File: config.mk
export PLATFORM = sky130hd
export DESIGN_NAME = simd_part_adder
export DESIGN_NICKNAME = d
export VERILOG_FILES = /design/src/rtl/spa_pkg.sv /design/src/rtl/spa_seam_decode.sv /design/src/rtl/spa_chunk_add.sv /design/src/rtl/simd_part_adder.sv
export SDC_FILE = /design/constraint.sdc
export NUM_CORES = 1
export LEC_CHECK = 0
export ABC_AREA = 1
export CORE_UTILIZATION = 35
export DETAILED_ROUTE_END_ITERATION = 8
export GPL_ROUTABILITY_DRIVEN = 0
export PLACE_DENSITY = 0.9
export SLEW_MARGIN = 20
export SYNTH_ARGS = -nofsm -noshare
export SYNTH_HDL_FRONTEND = slang
export SYNTH_SLANG_ARGS = --single-unit
File: constraint.sdc
create_clock -name vclk -period 17
set_clock_uncertainty 0.15 [all_clocks]
set_input_delay 3.4 -clock vclk [all_inputs]
set_output_delay 3.4 -clock vclk [all_outputs]
set_load 0.1 [all_outputs]
File: src/rtl/spa_pkg.sv
package spa_pkg;
  localparam int CHUNK_W  = 4;
  localparam int N_CHUNKS = 4;
  localparam int DATA_W   = CHUNK_W * N_CHUNKS;

  // Width of a lane that runs from chunk lo up to chunk hi, inclusive.
  function automatic int lane_bits(input int lo, input int hi);
    return (hi - lo + 1) * CHUNK_W;
  endfunction
endpackage

File: src/rtl/spa_seam_decode.sv
// Turns the seam-closure mask into two flags per chunk:
// first_of_lane (chunk starts a lane) and last_of_lane (chunk ends a lane).
module spa_seam_decode #(
  parameter int N_CHUNKS = spa_pkg::N_CHUNKS
) (
  input  logic [N_CHUNKS-2:0] seam_closed,
  output logic [N_CHUNKS-1:0] first_of_lane,
  output logic [N_CHUNKS-1:0] last_of_lane
);
  for (genvar k = 0; k < N_CHUNKS; k++) begin : g_seam
    if (k == 0) begin : g_lo_first
      assign first_of_lane[k] = 1'b1;
    end else begin : g_lo_rest
      assign first_of_lane[k] = seam_closed[k-1];
    end
    if (k == N_CHUNKS - 1) begin : g_hi_last
      assign last_of_lane[k] = 1'b1;
    end else begin : g_hi_rest
      assign last_of_lane[k] = seam_closed[k];
    end
  end
endmodule

File: src/rtl/spa_chunk_add.sv
// One chunk of the adder: a W-bit add with carry in and carry out.
module spa_chunk_add #(
  parameter int W = spa_pkg::CHUNK_W
) (
  input  logic [W-1:0] x,
  input  logic [W-1:0] y,
  input  logic         ci,
  output logic [W-1:0] s,
  output logic         co
);
  assign {co, s} = {1'b0, x} + {1'b0, y} + {{W{1'b0}}, ci};
endmodule

File: src/rtl/simd_part_adder.sv
module simd_part_adder #(
  parameter int CHUNK_W  = spa_pkg::CHUNK_W,
  parameter int N_CHUNKS = spa_pkg::N_CHUNKS,
  localparam int DATA_W  = CHUNK_W * N_CHUNKS
) (
  input  logic [DATA_W-1:0]   op_a,
  input  logic [DATA_W-1:0]   op_b,
  input  logic [N_CHUNKS-1:0] carry_in,
  input  logic [N_CHUNKS-1:0] part_mask,
  output logic [DATA_W-1:0]   sum,
  output logic [N_CHUNKS-1:0] carry_out
);
  // Named wires brought out for the checker.
  logic [N_CHUNKS-1:0] first_of_lane;
  logic [N_CHUNKS-1:0] last_of_lane;
  logic [N_CHUNKS-1:0] chunk_ci;
  logic [N_CHUNKS-1:0] chunk_co;

  // The top mask bit has no seam behind it.
  logic mask_top_unused;
  assign mask_top_unused = part_mask[N_CHUNKS-1];

  spa_seam_decode #(.N_CHUNKS(N_CHUNKS)) u_seam (
    .seam_closed  (part_mask[N_CHUNKS-2:0]),
    .first_of_lane(first_of_lane),
    .last_of_lane (last_of_lane)
  );

  for (genvar k = 0; k < N_CHUNKS; k++) begin : g_chunk
    logic c_in;
    logic c_out;
    if (k == 0) begin : g_ci0
      assign c_in = carry_in[0];
    end else begin : g_cik
      // At a closed seam, inject the lane's own carry-in; otherwise chain.
      assign c_in = first_of_lane[k] ? carry_in[k] : g_chunk[k-1].c_out;
    end

    spa_chunk_add #(.W(CHUNK_W)) u_add (
      .x (op_a[k*CHUNK_W +: CHUNK_W]),
      .y (op_b[k*CHUNK_W +: CHUNK_W]),
      .ci(c_in),
      .s (sum[k*CHUNK_W +: CHUNK_W]),
      .co(c_out)
    );

    assign chunk_ci[k]  = c_in;
    assign chunk_co[k]  = c_out;
    assign carry_out[k] = last_of_lane[k] & c_out;
  end
endmodule

# Yosys cells after proc, flatten, opt, wreduce, memory -nomap -nowiden
# Cells that the tools add are included.
[op_classes]
bitwise_logic = 3
n_addsub = 8
n_mux = 3
[op_table]
columns = ["operator", "count"]
rows = [
  ["$add A4 B4 Y5", 4],
  ["$add A5 B1 Y5", 4],
  ["$and A1 B1 Y1", 3],
  ["$mux W1", 3],
]
[word_totals]
input_bits = 40
word_cells = 14
ff_bits = 0
out_inout_bits = 20

# Logic depth before layout (Yosys ltp)
[logic_depth]
word_depth = 8
depth_mapped = 27

# Hierarchy
# From an unflattened synthesis, not the netlist that was laid out.
[hier_totals]
cells_unflattened = 129
area_unflattened_um2 = 799.5
[by_module_without_submodules]
columns = ["module", "cells_each", "area_per_inst_um2", "instances", "seq_area_each_um2"]
rows = [
  ["spa_chunk_add", 25, 165.2, 4, 0.0],
  ["simd_part_adder", 20, 75.1, 1, 0.0],
  ["spa_seam_decode", 9, 63.8, 1, 0.0],
]

# Least setup slack after synthesis
# No wires, ideal clock.
[synth_timing]
kind = "in2out"
from = "input op_a[0]"
to = "output sum[14]"
arrival_ns = 8.068
required_ns = 13.450
slack_ns = 5.382
path_stages = 26
path_cell_list = "inv_1 -> fa_1 -> inv_1 -> fa_1 -> nand2_1 -> nand2_1 -> nand3_1 -> nand2_1 -> fa_1 -> fa_1 -> nand2_1 -> nand2_1 -> nand3_1 -> nand2_1 -> fa_1 -> inv_1 -> fa_1 -> inv_1 -> nand2_1 -> nand2_1 -> nand3_1 -> nand2_1 -> fa_1 -> inv_1 -> fa_1 -> xnor2_1"
[synth_between]
elab_chain_cells = 8
[synth_lines]
columns = ["element", "line", "source"]
rows = [
  ["from (decl)", "simd_part_adder.sv:6", "input logic [DATA_W-1:0] op_a,"],
  ["$add A4 B4 Y5", "spa_chunk_add.sv:11", "assign {co, s} = {1'b0, x} + {1'b0, y} + {{W{1'b0}}, ci};"],
  ["$add A5 B1 Y5", "spa_chunk_add.sv:11", ""],
  ["$mux W1", "simd_part_adder.sv:36", "assign c_in = first_of_lane[k] ? carry_in[k] : g_chunk[k-1].c_out;"],
  ["$add A5 B1 Y5", "spa_chunk_add.sv:11", ""],
  ["$mux W1", "simd_part_adder.sv:36", ""],
  ["$add A5 B1 Y5", "spa_chunk_add.sv:11", ""],
  ["$mux W1", "simd_part_adder.sv:36", ""],
  ["$add A5 B1 Y5", "spa_chunk_add.sv:11", ""],
  ["to (decl)", "simd_part_adder.sv:10", "output logic [DATA_W-1:0] sum,"],
]
# No other way between the ends.

# Final worst setup path
[layout_timing]
from = "input op_a[0]"
to = "output sum[13]"
# Same word-level chain as after synthesis.

==> results_dict.tcl <==
set metrics [dict create \
    met2_usage 0.400 \
    end_kind "output port" \
    hold_path_class "in -> out" \
    hold_end "carry_out[2]" \
    dieHeight_um 45.8 \
    cts_setup_buffers 0 \
    wl_per_cell_um 10.5 \
    syn_to_final_growth_pct 91.4 \
    setup_tns_ns 0 \
    start_util 0.381 \
    num_rows 15 \
    min_period_ns 12.47 \
    power.switching_mw 0.0782 \
    status "complete, no violations" \
    worstHoldStart "part_mask[2]" \
    fp.dieArea_um2 2100 \
    setup_ws_ns 4.53 \
    synth_top_area_frac 0.238 \
    core_um2 1760 \
    post-route-period-util 0.734 \
    drt_first_pass_iters 4 \
    syn_area_um2 672 \
    seq_power_share 0 \
    setup_viol 0 \
    drcViolationCount 0 \
    final_common_cell "clkdlybuf4s50_1" \
    relSlewSlack 0.332 \
    rsz0062_at_grt "false" \
    worst_pin_slew_ns 0.999 \
    crit_type "in -> out" \
    vias 848 \
    ys_warn_count 0 \
    synthTopCellsByArea "fa_1 (24%), ha_1 (22%), nand2_1 (17%)" \
    final_net_count 223 \
    die_x_um 45.8 \
    track_usage 0.189 \
    drt_iter0_drc 11 \
    io_buffers 59 \
    start_kind "primary input" \
    clkbuf_count 0 \
    dpl_worst_slack_ns 4.52 \
    nFlopsAndLatches 0 \
    cts_hold_buf 0 \
    max_freq_mhz 80.2 \
    cts-resized-gates 0 \
    hold_path_depth 4 \
    clkPwrFrac 0 \
    viasPerCell 4.56 \
    grt_overflow 0 \
    worstPathRequired_ns 13.45 \
    intPower_mw 0.0298 \
    avgSynthCellArea_um2 6.52 \
    synth_nets 163 \
    drive_above_1_share 0 \
    busiest_layer "met2" \
    fillers 139 \
    grt_first_pass_wirelength_mm 2.95 \
    p_comb_frac 1.000 \
    synth_top_area_cell "fa_1" \
    vdd_drop_max_v 0.0000497 \
    synth_cells 103 \
    dp_hpwl_mm 1.85 \
    p_sw_frac 0.724 \
    ant_nets 0 \
    most-common-layout-cells "clkdlybuf4s50_1 (59), nand2_1 (31), inv_1 (22)" \
    p_leak_nw 0.652 \
    antenna_found_initial 0 \
    drv_cap 0 \
    grt_pass1_vias 804 \
    grt_util_met3 0.0476 \
    finalHoldViolCount 0 \
    worstPathArrival_ns 8.92 \
    ys_types 12 \
    io_pins 60 \
    grtUsageMet1 0.179 \
    grt_max_degree 5 \
    final_core_util 0.729 \
    critPathMaxFanout 2 \
    yosysSeqAreaShare 0 \
    wl_mm 1.95 \
    finalMaxSlewViolations 0 \
    antenna_cells 0 \
    ff_latch_area_um2 0 \
    power.density_nw_per_um2 83.9 \
]
==> how the worst max path moves through the flow <==
| stage | start | end | cells past startpoint |
|---|---|---|---|
| detailed placement | op_a[0] | sum[13] | 28 |
| global placement | op_a[0] | sum[13] | 28 |
| floorplan | op_a[0] | sum[14] | 26 |
| finish | op_a[0] | sum[13] | 28 |
| global route | op_a[0] | sum[13] | 28 |
| CTS | op_a[0] | sum[13] | 28 |
==> final cells by class <==
class / count / area [µm²] / share of cell area
inverter: 22 / 82.6 / 0.0642
multi-input combinational: 80 / 582 / 0.452
tap: 25 / 31.3 / 0.0243
timing repair buffer: 59 / 591 / 0.459
==> power by group through the flow <==
stage	clock, mW	combinational, mW	sequential [mW]
after floorplan	0	0.0815	0
after global placement	0	0.106	0
after detailed placement	0	0.108	0
after CTS	0	0.108	0
after global routing	0	0.113	0
final	0	0.108	0
==> layer usage <==
metal / wire (µm) / part of all wire
met1: 665 / 0.34
met5: 0 / 0
met2: 1010 / 0.52
met4: 11 / 0.0056
met3: 258 / 0.13
==> cell usage after synthesis <==
cell and n:
or2_1 3, o21ai_0 1, xnor2_1 2, xor2_1 2
a21oi_1 4, nor2_1 7, buf_4 1, ha_1 12
nand2_1 31, fa_1 8, inv_1 22, nand3_1 10
==> critical path, stage by stage <==
cell,delay [ns]
clkdlybuf4s50_1,0.42
inv_1,0.09
fa_1,0.16
inv_1,0.06
fa_1,0.40
nand2_1,0.09
nand2_1,0.07
nand3_1,0.08
nand2_1,0.06
fa_1,0.40
fa_1,0.42
nand2_1,0.09
nand2_1,0.06
nand3_1,0.07
nand2_1,0.07
fa_1,0.38
inv_1,0.08
fa_1,0.20
inv_1,0.05
nand2_1,0.05
nand2_1,0.06
nand3_1,0.06
nand2_1,0.07
fa_1,0.39
inv_1,0.08
fa_1,0.40
inv_1,0.06
clkdlybuf4s50_1,1.12
==> cell families after synthesis <==
logic type / after synthesis / synth area share
adders and majority gates: 20 / 0.462
and+or+nand+nor: 51 / 0.315
xor gates and xnor gates: 4 / 0.0522
buffers and inverters: 23 / 0.134
AOI/OAI and AO/OA: 5 / 0.0372
==> metrics by stage <==
step | hold WS, ns | area (µm²) | cells | total power [mW]
CTS | 8.15 | 1290 | 186 | 0.108
detailed placement | 8.15 | 1290 | 186 | 0.108
finish | 8.15 | 1290 | 186 | 0.108
floorplan | 7.05 | 672 | 103 | 0.0815
global route | 8.20 | 1290 | 186 | 0.113
global placement | 8.13 | 1290 | 186 | 0.106
Note: power is estimated with default switching activity, not from simulation.
